$ cat src/rtl/eirq_pkg.sv
package eirq_pkg;
  localparam int NUM_PINS = 2;
  localparam int NUM_TMR  = 7;
  localparam int NUM_SRC  = NUM_PINS + NUM_TMR;
  localparam int VEC_W    = 4;
  localparam int DATA_W   = 8;
  localparam int FLAG_LSB = 6;

  localparam logic [1:0] ADR_FLAG  = 2'd0;
  localparam logic [1:0] ADR_EXTEN = 2'd1;
  localparam logic [1:0] ADR_TMASK = 2'd2;
  localparam logic [1:0] ADR_SENSE = 2'd3;

  localparam logic [DATA_W-1:0] TMASK_RW = 8'hFD;

  typedef enum logic [1:0] {
    SNS_LOW  = 2'b00,
    SNS_ANY  = 2'b01,
    SNS_FALL = 2'b10,
    SNS_RISE = 2'b11
  } sense_e;

  function automatic int tmask_bit(input int k);
    if (k < 5) return 7 - k;
    else if (k == 5) return 2;
    else return 0;
  endfunction
endpackage

$ cat src/rtl/eirq_pin_sense.sv
module eirq_pin_sense
  import eirq_pkg::*;
#(
  parameter int SYNC_STAGES = 2
) (
  input  logic   clk,
  input  logic   rst,
  input  logic   pin_i,
  input  sense_e mode_i,
  output logic   evt_o,
  output logic   lvl_req_o
);
  logic [SYNC_STAGES-1:0] sync_q;
  logic                   prev_q;
  logic                   cur;

  assign cur = sync_q[SYNC_STAGES-1];

  always_ff @(posedge clk) begin
    if (rst) begin
      sync_q <= '1;
      prev_q <= 1'b1;
    end else begin
      sync_q <= {sync_q[SYNC_STAGES-2:0], pin_i};
      prev_q <= cur;
    end
  end

  always_comb begin
    unique case (mode_i)
      SNS_ANY:  evt_o = cur ^ prev_q;
      SNS_FALL: evt_o = prev_q & ~cur;
      SNS_RISE: evt_o = ~prev_q & cur;
      default:  evt_o = 1'b0;
    endcase
    lvl_req_o = (mode_i == SNS_LOW) & ~cur;
  end
endmodule

$ cat src/rtl/eirq_arbiter.sv
module eirq_arbiter #(
  parameter int NSRC  = 9,
  parameter int VEC_W = 4
) (
  input  logic             clk,
  input  logic             rst,
  input  logic [NSRC-1:0]  req_i,
  input  logic             ack_i,
  output logic             irq_o,
  output logic [VEC_W-1:0] vec_o
);
  logic [VEC_W-1:0] sel;
  logic             found;

  always_comb begin
    sel   = '0;
    found = 1'b0;
    for (int i = 0; i < NSRC; i++) begin
      if (req_i[i] && !found) begin
        sel   = VEC_W'(i + 1);
        found = 1'b1;
      end
    end
  end

  always_ff @(posedge clk) begin
    if (rst) begin
      irq_o <= 1'b0;
      vec_o <= '0;
    end else if (irq_o) begin
      if (ack_i) irq_o <= 1'b0;
    end else if (found) begin
      irq_o <= 1'b1;
      vec_o <= sel;
    end
  end
endmodule

$ cat src/rtl/ext_irq_ctrl.sv
module ext_irq_ctrl
  import eirq_pkg::*;
#(
  parameter int SYNC_STAGES = 2
) (
  input  logic              clk,
  input  logic              rst,
  input  logic              gie_i,
  input  logic [1:0]        pin_i,
  input  logic [6:0]        tmr_flag_i,
  input  logic [1:0]        reg_addr_i,
  input  logic              reg_wr_i,
  input  logic [7:0]        reg_wdata_i,
  output logic [7:0]        reg_rdata_o,
  input  logic              ack_i,
  output logic              irq_o,
  output logic [3:0]        irq_vec_o
);
  localparam int SNS_W = 2 * NUM_PINS;

  logic [NUM_PINS-1:0] flag_q, exten_q, evt, lvl;
  logic [DATA_W-1:0]   tmask_q;
  logic [SNS_W-1:0]    sense_q;
  logic [NUM_SRC-1:0]  req;
  logic                wr_flag;

  assign wr_flag = reg_wr_i && (reg_addr_i == ADR_FLAG);

  for (genvar g = 0; g < NUM_PINS; g++) begin : g_pin
    eirq_pin_sense #(.SYNC_STAGES(SYNC_STAGES)) u_sense (
      .clk       (clk),
      .rst       (rst),
      .pin_i     (pin_i[g]),
      .mode_i    (sense_e'(sense_q[2*g +: 2])),
      .evt_o     (evt[g]),
      .lvl_req_o (lvl[g])
    );

    always_ff @(posedge clk) begin
      if (rst)
        flag_q[g] <= 1'b0;
      else if (sense_e'(sense_q[2*g +: 2]) == SNS_LOW)
        flag_q[g] <= 1'b0;
      else if (evt[g])
        flag_q[g] <= 1'b1;
      else if (wr_flag && reg_wdata_i[FLAG_LSB + g])
        flag_q[g] <= 1'b0;
      else if (irq_o && ack_i && irq_vec_o == VEC_W'(g + 1))
        flag_q[g] <= 1'b0;
    end

    assign req[g] = gie_i & exten_q[g] & (flag_q[g] | lvl[g]);
  end

  for (genvar k = 0; k < NUM_TMR; k++) begin : g_tmr
    assign req[NUM_PINS + k] = gie_i & tmask_q[tmask_bit(k)] & tmr_flag_i[k];
  end

  always_ff @(posedge clk) begin
    if (rst) begin
      exten_q <= '0;
      tmask_q <= '0;
      sense_q <= '0;
    end else if (reg_wr_i) begin
      unique case (reg_addr_i)
        ADR_EXTEN: exten_q <= reg_wdata_i[FLAG_LSB +: NUM_PINS];
        ADR_TMASK: tmask_q <= reg_wdata_i & TMASK_RW;
        ADR_SENSE: sense_q <= reg_wdata_i[SNS_W-1:0];
        default: ;
      endcase
    end
  end

  always_ff @(posedge clk) begin
    if (rst)
      reg_rdata_o <= '0;
    else begin
      unique case (reg_addr_i)
        ADR_FLAG:  reg_rdata_o <= {flag_q, {FLAG_LSB{1'b0}}};
        ADR_EXTEN: reg_rdata_o <= {exten_q, {FLAG_LSB{1'b0}}};
        ADR_TMASK: reg_rdata_o <= tmask_q;
        default:   reg_rdata_o <= {{(DATA_W-SNS_W){1'b0}}, sense_q};
      endcase
    end
  end

  eirq_arbiter #(.NSRC(NUM_SRC), .VEC_W(VEC_W)) u_arb (
    .clk   (clk),
    .rst   (rst),
    .req_i (req),
    .ack_i (ack_i),
    .irq_o (irq_o),
    .vec_o (irq_vec_o)
  );
endmodule

$ cat config.mk
export PLATFORM = sky130hd
export DESIGN_NAME = ext_irq_ctrl
export DESIGN_NICKNAME = d
export VERILOG_FILES = /design/src/rtl/eirq_pkg.sv /design/src/rtl/eirq_pin_sense.sv /design/src/rtl/eirq_arbiter.sv /design/src/rtl/ext_irq_ctrl.sv
export SDC_FILE = /design/constraint.sdc
export NUM_CORES = 1
export LEC_CHECK = 0
export ABC_AREA = 1
export BUFFER_PORTS_ARGS = -buffer_cell sky130_fd_sc_hd__buf_4
export CAP_MARGIN = 5
export CORE_ASPECT_RATIO = 0.5
export CORE_MARGIN = 5
export CORE_UTILIZATION = 55
export CTS_CLUSTER_DIAMETER = 100
export DETAILED_ROUTE_END_ITERATION = 12
export PLACE_DENSITY = 0.81
export RECOVER_POWER = 100
export SYNTH_ARGS = -nofsm -noshare
export SYNTH_HDL_FRONTEND = slang
export SYNTH_SLANG_ARGS = --single-unit
$ cat constraint.sdc
create_clock -name clk -period 2.9 [get_ports clk]
set_input_delay 0.58 -clock clk [delete_from_list [all_inputs] [get_ports clk]]
set_output_delay 0.58 -clock clk [all_outputs]
set_load 0.1 [all_outputs]
* Yosys cells after proc, flatten, opt, wreduce, memory -nomap -nowiden
Index checks and enable logic that the tools add are counted.
** Operators by class
- Equality and inequality tests :: 11
- Reductions and logical operators :: 33
- Bitwise logic cells :: 33
- Mux-type cells :: 30
** Operators with widths (count)
- $mux W4 :: 8
- $and A1 B1 Y1 :: 24
- $pmux W8 S3 :: 1
- $mux W1 :: 19
- $logic_and A1 B1 Y1 :: 14
- $eq A2 B2 Y1 const B :: 6
- $logic_not A1 Y1 :: 8
- $reduce_and A2 Y1 :: 4
- $eq A2 B1 Y1 const B :: 3
- $logic_not A2 Y1 :: 3
- $pmux W1 S3 :: 2
- $reduce_bool A3 Y1 :: 2
- $not A1 Y1 :: 5
- $eq A4 B1 Y1 const B :: 1
- $eq A4 B2 Y1 const B :: 1
- $reduce_or A2 Y1 :: 2
- $or A1 B1 Y1 :: 2
- $xor A1 B1 Y1 :: 2
** Word-level totals
- Output and inout bits :: 13
- Register bits after elaboration :: 34
- Bits of input ports :: 24

* Logic depth before layout (Yosys ltp)
Gate-level depths: netlist of the first run.
- Word-level depth :: 31
- Gate-level depth with buffers :: 11
- Gate-level depth less buffers :: 11

* Cells and area by module
Synthesis of the first run repeated with hierarchy kept, for this count alone.
** Unflattened totals
- Cell total of the unflattened synthesis :: 215
- Area, all modules :: 1575.3 µm²
** Modules (own cells, without submodules)
- ext_irq_ctrl :: sequential area each 460.4 µm², area an instance 980.9 µm², times used 1, cells an instance 138
- eirq_arbiter :: sequential area each 100.1 µm², area an instance 299.0 µm², times used 1, cells an instance 41
- eirq_pin_sense :: sequential area each 60.1 µm², area an instance 147.6 µm², times used 2, cells an instance 18

* Worst setup path after synthesis of the first run
OpenSTA, ideal clock, no wires.
- Kind :: register to register
- From :: register u_arb.irq_o
- To :: register flag_q[1]
- Arrival :: 1490 ps
- Slack :: 1279 ps
- Buffers on the path :: 0
- Cell stages (with the launch flop) :: 6
- Cells stage by stage :: dfxtp_1 -> nand2_1 -> inv_1 -> nand4_1 -> a32oi_1 -> nor3_1
** Between the ends
- Word-level cells in the longest chain between the ends :: 3
** Ends and longest elaborated chain
- from (decl) :: RTL line eirq_arbiter.sv:9 : output logic irq_o,
- from (signal assigned) :: RTL line eirq_arbiter.sv:28 : irq_o <= 1'b0;
- from (signal assigned) :: RTL line eirq_arbiter.sv:31 : if (ack_i) irq_o <= 1'b0;
- from (signal assigned) :: RTL line eirq_arbiter.sv:33 : irq_o <= 1'b1;
- $logic_and A1 B1 Y1 (2 in series) :: RTL line ext_irq_ctrl.sv:48 : else if (irq_o && ack_i && irq_vec_o == VEC_W'(g + 1))
- $reduce_bool A3 Y1 (no line)
- to (signal, indexed assignment) :: RTL line ext_irq_ctrl.sv:45 : flag_q[g] <= 1'b1;
- to (signal, indexed assignment) :: RTL line ext_irq_ctrl.sv:47 : flag_q[g] <= 1'b0;
- to (signal, indexed assignment) :: RTL line ext_irq_ctrl.sv:49 : flag_q[g] <= 1'b0;
- to (decl) :: RTL line ext_irq_ctrl.sv:21 : logic [NUM_PINS-1:0] flag_q, exten_q, evt, lvl;
Every way passes these cells.
A chain may end at the register's enable or synchronous reset.

* Worst setup path in the final report of the first run
- From :: register u_arb.irq_o
- To :: output irq_o
** RTL lines
- to (decl) :: RTL line ext_irq_ctrl.sv:16 : output logic irq_o,
No word-level cell between the ends.

==> flow_summary.toml, run 1 <==
[die]
die_h_um = 48.4
fp.dieW_um = 86.8
fp.coreArea_um2 = 2700
num_io_pins = 37
dieArea_um2 = 4200
initial_utilization = 0.600
num_rows = 13

[outcome]
status = "finished, final reports clean"

[pwr]
peakVddDrop_mv = 0.334
power_leakage_nw = 0.865
power.density_nw_per_um2 = 546

[clock_tree]
cts_tree = "done"
clock_sinks = 34
cts_buffers = 5
clock_latency_ns = 0.29
clock-root-buffer = "clkbuf_8"
cts_hold_buf = 0
cts_resized = 0
cts_setup_buffers = 0
htree_levels = 2
clk_pin_slew_ns = 0.07
clock_path_buffers = 2

[worst_setup_path]
path_class = "register to output pin"
r2r_cells = 9
crit_path_max_incr_delay_ns = 0.88
reg2reg_from = "sense_q[0]"
crit_fanout = 4
critical_path.endpoint = "irq_o"
crit_arrival_ns = 1.55
setup.worst_path.start = "u_arb.irq_o"
start_kind = "register"
worst_ep_required_time_ns = 2.32
rrSetupSlack_ns = 1.36
reg2reg_to = "u_arb.vec_o[0]"
cp_num_cells = 1
end_kind = "output pin"
worstPathCellList = "clkbuf_1"
critical-path-top-delay-family = "buffers and inverters"
worst-path-buf-inv = 1
cp_slowest_cell = "clkbuf_1"

[synth]
ys_async_sr_fraction = 0
synth_nets = 235
syn_avg_cell_area_um2 = 7.83
synthCells = 207
synth-seq-area-share = 0.420
ys_warn_count = 0
ys.flop_type = "dfxtp_1"
synth_seq_cells = 34
synth_edf_count = 0
netlist_area_um2 = 1620
synth_cell_types = 32

[final_layout]
area_delta_synth_final_pct = 18.6
final_util = 0.712
num_antenna_cells = 0
fin_nets = 272
drive_gt1_frac = 0.216

[routing]
wl_per_cell_um = 13.3
drt_iter0_drc = 80
wirelength_mm = 3.76
via_per_inst = 5.21
drt-pass1-iter-count = 4
drc = 0
vias = 1470
ant_nets = 0

[sta]
period_needed_ns = 2.13
fin_skew_ns = 0.00773
setup_viol = 0
drv_slew = 0
timing.final.crit_share = 0.735
rsz0062_at_grt = "no"
fmax_ghz = 0.469
hold_violations = 0
relSlewSlack = 0.213
tightest_slew_ns = 1.19
hold_slack_ns = 0.420
tns_ns = 0

[flow_run]
cap_violations = 0

[global_route]
antenna_found_initial = 0
first_global_vias = 1392
grt_pass1_wl_mm = 6.33
grt_util_all_layers = 0.194
grt_start_max_net_pins = 20
gr-total-overflow = 0

[place]
dp_hpwl_mm = 2.82
place_congestion = 0.921
io_buffers = 36

[hold_path]
min_path_type = "register to register"
## cells in the mapped netlist (2+ instances only)
library cell | count | share of area
nand4_1 | 3 | 0.012
inv_1 | 21 | 0.049
nor2_1 | 15 | 0.035
o21ai_0 | 2 | 0.0062
nor2_2 | 3 | 0.012
nor2_4 | 2 | 0.014
nand3_1 | 16 | 0.049
or2_2 | 4 | 0.015
nand2_2 | 2 | 0.0077
o21ai_1 | 9 | 0.028
dfxtp_1 | 34 | 0.42
ha_1 | 4 | 0.031
a21oi_1 | 19 | 0.059
clkbuf_1 | 4 | 0.0093
nand3_2 | 4 | 0.025
nand3b_1 | 2 | 0.0093
inv_2 | 6 | 0.014
nand2_4 | 3 | 0.021
nand2_1 | 34 | 0.079
nor3_1 | 8 | 0.025
## cells in the final DEF (no fill, tap or decap), types with 2 or more instances in the layout
cell	netlist	layout
a21oi_1	19	20
buf_4	0	21
clkbuf_1	4	16
clkbuf_8	0	6
dfxtp_1	34	34
ha_1	4	4
inv_1	21	23
inv_2	6	4
nand2_1	34	34
nand2_2	2	2
nand2_4	3	3
nand3_1	16	16
nand3_2	4	4
nand3b_1	2	2
nand4_1	3	3
nor2_1	15	16
nor2_2	3	3
nor3_1	8	8
o21ai_0	2	9
o21ai_1	9	2
or2_2	4	4
## routing by layer
layer  wire length, um  up-vias  global-route usage
met5                 0        -                   0
li1                  -      748                   -
met3               311        7              0.0607
met4                59        0              0.0777
met1              1690      666               0.250
met2              1700       49               0.298
## sequential cells by signal, indices dropped and copies added, names as in the netlist
| signal | count |
|---|---|
| flag_q | 2 |
| reg_rdata_o | 8 |
| u_arb.vec_o | 4 |
| exten_q | 2 |
| u_arb.irq_o | 1 |
| g_pin.u_sense.prev_q | 2 |
| tmask_q | 7 |
| g_pin.u_sense.sync_q | 4 |
| sense_q | 4 |
## area by class of cell
cell class,count,area [um2]
Fill cell,227,778
Multi-Input combinational cell,138,776
Sequential cell,34,681
Timing Repair Buffer,36,214
Inverter,29,114
Clock buffer,7,86.3
Tap cell,37,46.3
Clock inverter,1,5.00
## where the power goes
group	internal (W)	total (W)	switching [W]
clock	0.000191	0.000360	0.000168
combinational	0.0000509	0.000186	0.000135
sequential	0.000487	0.000503	0.0000158
total	0.000730	0.00105	0.000320
## worst min path at each step
stage	to	cells after the start	slack, ns	startpoint
after global routing	g_pin[0].u_sense.sync_q[1]	1	0.44	g_pin[0].u_sense.sync_q[0]
after detailed placement	g_pin[0].u_sense.sync_q[1]	1	0.40	g_pin[0].u_sense.sync_q[0]
after global placement	g_pin[1].u_sense.sync_q[1]	1	0.39	g_pin[1].u_sense.sync_q[0]
final	g_pin[1].u_sense.sync_q[1]	1	0.42	g_pin[1].u_sense.sync_q[0]
after floorplan	g_pin[0].u_sense.sync_q[1]	1	0.39	g_pin[0].u_sense.sync_q[0]
after CTS	g_pin[1].u_sense.sync_q[1]	1	0.42	g_pin[1].u_sense.sync_q[0]
## worst register-to-register path, delay by kind of cell (launching register included)
kind | cells | cell delay, ns
and+or+nand+nor | 8 | 0.72
DFF | 1 | 0.40
AOI/OAI and AO/OA | 1 | 0.30
## per-stage QoR
stage	cell area, um2	setup slack (ns)	instances	total power (W)
2_1_floorplan	1620	1.28	207	0.000653
3_5_place_dp	1910	1.24	274	0.000711
5_1_grt	1920	0.732	282	0.00110
4_1_cts	2000	1.33	282	0.00107
6_report	1920	0.769	282	0.00105
3_3_place_gp	1910	1.30	274	0.000707
## cell families (layout without fill, tap and decap cells)
logic type                 after synthesis  count (layout)  share of synthesized area
buffers and inverters                   35              73                     0.0896
adders and majority gates                4               4                     0.0309
DFF                                     34              34                      0.420
and+or+nand+nor                         99              99                      0.339
AOI/OAI and AO/OA                       35              35                      0.120
Power figures use the tool's default switching activity.
==> run 2: changes to the inputs <==
--- a/config.mk
+++ b/config.mk
@@ -10,10 +10,10 @@
 export CAP_MARGIN = 5
 export CORE_ASPECT_RATIO = 0.5
 export CORE_MARGIN = 5
-export CORE_UTILIZATION = 55
+export CORE_UTILIZATION = 53
 export CTS_CLUSTER_DIAMETER = 100
 export DETAILED_ROUTE_END_ITERATION = 12
-export PLACE_DENSITY = 0.81
+export PLACE_DENSITY = 0.79
 export RECOVER_POWER = 100
 export SYNTH_ARGS = -nofsm -noshare
 export SYNTH_HDL_FRONTEND = slang
==> constraint.sdc (replaced) <==
create_clock -name clk -period 2.15 [get_ports clk]
set_input_delay 0.43 -clock clk [delete_from_list [all_inputs] [get_ports clk]]
set_output_delay 0.43 -clock clk [all_outputs]
set_load 0.1 [all_outputs]
==> run 2 against run 1 <==
Effect of this change:
- critical endpoint is now sense_q[3]
- setup slack got worse by 0.23 ns
- sequential power increased by 35%
- count of clock-buffer cells in the layout unchanged
==> flow_summary.toml, run 2 (same netlist as run 1, synthesis figures left out) <==
[final_layout]
num_antenna_cells = 0
seq_area_um2 = 681
fillers = 283
mostFrequentLayoutCells = "nand2_1 (34), dfxtp_1 (34), inv_1 (23)"
largest_register = "reg_rdata_o"
largest_reg_flops = 8
drive_gt1_frac = 0.278
multi_input_area_um2 = 787
area_delta_synth_final_pct = 20.5
fin_nets = 272
top_regs = "reg_rdata_o: 8 flops, tmask_q: 7 flops"

[routing]
vias = 1483
wl_per_cell_um = 13.4
via_per_inst = 5.20
ant_nets = 0
drc = 0
drt_iter0_drc = 67
drt-pass1-iter-count = 4
wirelength_mm = 3.81

[global_route]
antenna_found_initial = 0
grt_start_max_net_pins = 20
gr-total-overflow = 0
grt_pass1_wl_mm = 6.39
grt_util_all_layers = 0.193
first_global_vias = 1377

[worst_setup_path]
worst_ep_required_time_ns = 2.32
start_kind = "primary input"
crit_arrival_ns = 1.78
crit_fanout = 19
path_class = "primary input to register"
end_kind = "register"

[clock_tree]
clock_path_buffers = 2
cts_tree = "done"
cts_hold_buf = 0
clock-root-buffer = "clkbuf_8"
clock_latency_ns = 0.29
cts_setup_buffers = 0
cts_buffers = 5
clk_pin_slew_ns = 0.06
clock_sinks = 34
htree_levels = 2
cts_resized = 0

[pwr]
seq_power_share = 0.480
power_leakage_nw = 0.910
clockPowerShare = 0.339
peakVddDrop_mv = 0.486
p_sw_w = 0.000426
intPower_w = 0.000989
power.density_nw_per_um2 = 724
switching_share = 0.301
comb_power_share = 0.181

[die]
fp.coreArea_um2 = 2960
dieArea_um2 = 4330
die_h_um = 49.1
initial_utilization = 0.547
fp.dieW_um = 88.2
num_io_pins = 37
num_rows = 14

[hold_path]
min_path_type = "primary input to register"

[place]
place_congestion = 0.880
dp_hpwl_mm = 2.83
io_buffers = 36

[sta]
fmax_ghz = 0.622
timing.final.crit_share = 0.748
fin_skew_ns = 0.00296
hold_slack_ns = 0.328
drv_slew = 0
tns_ns = 0
setup_viol = 0
period_needed_ns = 1.61
rsz0062_at_grt = "no"
hold_violations = 0
tightest_slew_ns = 0.830
relSlewSlack = 0.447

[flow_run]
cap_violations = 0

[outcome]
status = "finished, final reports clean"
## run 2: changes by cell type in the layout (fill, tap and decap cells not counted)
cell / change
clkbuf_1: -14
clkbuf_2: +13
a21oi_1: -1
a21oi_4: +1
buf_4: +1
clkinv_4: -1
clkinvlp_2: +1
## run 2: worst max-delay path, cell delays in order
cell	delay [ns]
clkbuf_1	0.61
inv_1	0.46
o21ai_0	0.22
a21oi_1	0.06
## run 2: layer usage
metal | track usage | share of wire | vias to the layer above
met5 | 0 | 0 | -
met4 | 0.111 | 0.021 | 0
met3 | 0.0455 | 0.050 | 8
met2 | 0.290 | 0.46 | 39
met1 | 0.252 | 0.47 | 684
li1 | - | - | 752
## run 2: cell type report
type                            count  area share
Clock buffer                        7      0.0442
Clock inverter                      1     0.00256
Inverter                           29      0.0564
Multi-Input combinational cell    138       0.403
Sequential cell                    34       0.348
Tap cell                           40      0.0256
Timing Repair Buffer               36       0.120
## run 2: power groups by stage
stage               combinational (W)  clock, W  sequential [W]
detailed placement           0.000265         0        0.000692
global placement             0.000262         0        0.000692
finish                       0.000256  0.000480        0.000679
floorplan                    0.000109         0        0.000771
global route                 0.000277  0.000528        0.000681
CTS                          0.000267  0.000493        0.000679
## run 2: through the flow
stage	setup WS [ns]	instance area, um2	total power, W	std cells	util
final	0.542	1950	0.00141	285	0.660
after floorplan	0.529	1620	0.000881	207	-
after CTS	0.712	2000	0.00144	285	0.676
after global placement	0.709	1910	0.000954	277	0.645
after detailed placement	0.676	1910	0.000958	277	0.645
after global routing	0.375	1950	0.00149	285	0.660
## run 2: final timing paths
kind | cells past startpoint | end | slack (ns) | startpoint
min | 2 | g_pin[1].u_sense.sync_q[0] | 0.33 | pin_i[1]
min reg2reg | 1 | g_pin[0].u_sense.sync_q[1] | 0.41 | g_pin[0].u_sense.sync_q[0]
max | 4 | sense_q[3] | 0.54 | rst
max reg2reg | 11 | u_arb.vec_o[0] | 0.71 | g_pin[1].u_sense.sync_q[1]
==> run 3: changes to the inputs <==
==> constraint.sdc (replaced) <==
create_clock -name clk -period 1.5 [get_ports clk]
set_input_delay 0.3 -clock clk [delete_from_list [all_inputs] [get_ports clk]]
set_output_delay 0.3 -clock clk [all_outputs]
set_load 0.1 [all_outputs]
==> run 3 against run 2 <==
Effect of this change:
- worst hold slack got worse by 0.14 ns
- wire length decreased by 0.29%
- clock skew increased by 0.0035 ns
- highest routed layer unchanged
- sequential share of layout area decreased by 0.66 points
- clock power increased by 71%
- critical path depth decreased by 3
- largest power group unchanged
==> flow_summary.toml, run 3 (same netlist as run 1, synthesis figures left out) <==
[clock_tree]
cts_hold_buf = 0
htree_levels = 2
cts_tree = "done"
cts_resized = 0
clk_pin_slew_ns = 0.07
clock_path_buffers = 2
cts_buffers = 5
clock-root-buffer = "clkbuf_8"
clock_sinks = 34
cts_setup_buffers = 0
clock_latency_ns = 0.29

[worst_setup_path]
end_kind = "output pin"
cp_slowest_cell = "buf_2"
crit_arrival_ns = 1.08
reg2reg_from = "g_pin[1].u_sense.sync_q[1]"
setup.worst_path.start = "u_arb.vec_o[0]"
rrSetupSlack_ns = 0.14
start_kind = "register"
path_class = "register to output pin"
worstPathCellList = "buf_2"
worst_ep_required_time_ns = 1.20
critical-path-top-delay-family = "buffers and inverters"
worst-path-buf-inv = 1
crit_fanout = 3
crit_path_max_incr_delay_ns = 0.44

[flow_run]
cap_violations = 0

[final_layout]
seq_area_um2 = 682
final_util = 0.674
num_antenna_cells = 0
drive_gt1_frac = 0.300
largest_register = "reg_rdata_o"
top_regs = "reg_rdata_o: 8 flops, tmask_q: 7 flops"
fin_nets = 274
fillers = 269
area_delta_synth_final_pct = 23.1
multi_input_area_um2 = 795
mostFrequentLayoutCells = "nand2_1 (34), dfxtp_1 (33), buf_4 (23)"
largest_reg_flops = 8
layout_commonest_cell = "nand2_1"

[global_route]
grt_start_max_net_pins = 20
gr-total-overflow = 0
grt_util_all_layers = 0.190
grt_pass1_wl_mm = 6.29
antenna_found_initial = 0
first_global_vias = 1418

[pwr]
peakVddDrop_mv = 0.631
power_leakage_nw = 0.935
power.density_nw_per_um2 = 1090
totalPowerFinal_w = 0.00217

[die]
fp.coreArea_um2 = 2960
num_rows = 14
dieArea_um2 = 4330
num_io_pins = 37
initial_utilization = 0.547
fp.dieW_um = 88.2
die_h_um = 49.1

[routing]
drc = 0
ant_nets = 0
drt_iter0_drc = 119
wirelength_mm = 3.80
via_per_inst = 5.08
vias = 1459
wl_per_cell_um = 13.2
drt-pass1-iter-count = 5

[sta]
timing.final.crit_share = 0.923
setup_viol = 0
hold_slack_ns = 0.188
rsz0062_at_grt = "no"
layout_setup_ws_ns = 0.115
hold_violations = 0
period_needed_ns = 1.38
drv_slew = 0
tightest_slew_ns = 0.878
fin_skew_ns = 0.00647
tns_ns = 0
fmax_ghz = 0.722
relSlewSlack = 0.414

[place]
place_congestion = 0.860
dp_hpwl_mm = 2.89
dp_slack_ns = 0.117
io_buffers = 36

[hold_path]
hold_start = "pin_i[0]"
min_path_type = "primary input to register"

[outcome]
status = "finished, final reports clean"
-- run 3: cell count changes in the layout (fill, tap and decap cells not counted), sizes merged --
cell,delta
buf,+6
bufinv,+1
clkbuf,-6
clkinv,+2
clkinvlp,-1
-- run 3: layer usage --
| metal | track usage | up-vias | part of all wire |
|---|---|---|---|
| li1 | - | 755 | - |
| met1 | 0.239 | 654 | 0.47 |
| met2 | 0.300 | 43 | 0.46 |
| met3 | 0.0573 | 7 | 0.055 |
| met4 | 0.0779 | 0 | 0.016 |
| met5 | 0 | - | 0 |
-- run 3: worst paths after layout --
kind	depth (start not counted)	end
max	1	irq_vec_o[0]
min reg2reg	1	g_pin[0].u_sense.sync_q[1]
min	2	g_pin[0].u_sense.sync_q[0]
max reg2reg	11	u_arb.vec_o[0]
-- run 3: power by group --
group / leakage, nW / internal [W] / switching (W)
clock: 0.0579 / 0.000489 / 0.000334
sequential: 0.278 / 0.000943 / 0.0000276
combinational: 0.600 / 0.000108 / 0.000267
total: 0.935 / 0.00154 / 0.000629
-- run 3: per-stage QoR --
stage | cells | instance area [um2]
2_1_floorplan | 207 | 1620
3_3_place_gp | 279 | 1930
3_5_place_dp | 279 | 1930
4_1_cts | 287 | 2030
5_1_grt | 287 | 1990
6_report | 287 | 1990
-- run 3: area by class of cell --
cell class | instances | area share
Inverter | 29 | 0.0571
Tap cell | 40 | 0.0251
Multi-Input combinational cell | 138 | 0.398
Clock inverter | 3 | 0.0201
Sequential cell | 34 | 0.342
Timing Repair Buffer | 38 | 0.123
Clock buffer | 5 | 0.0345
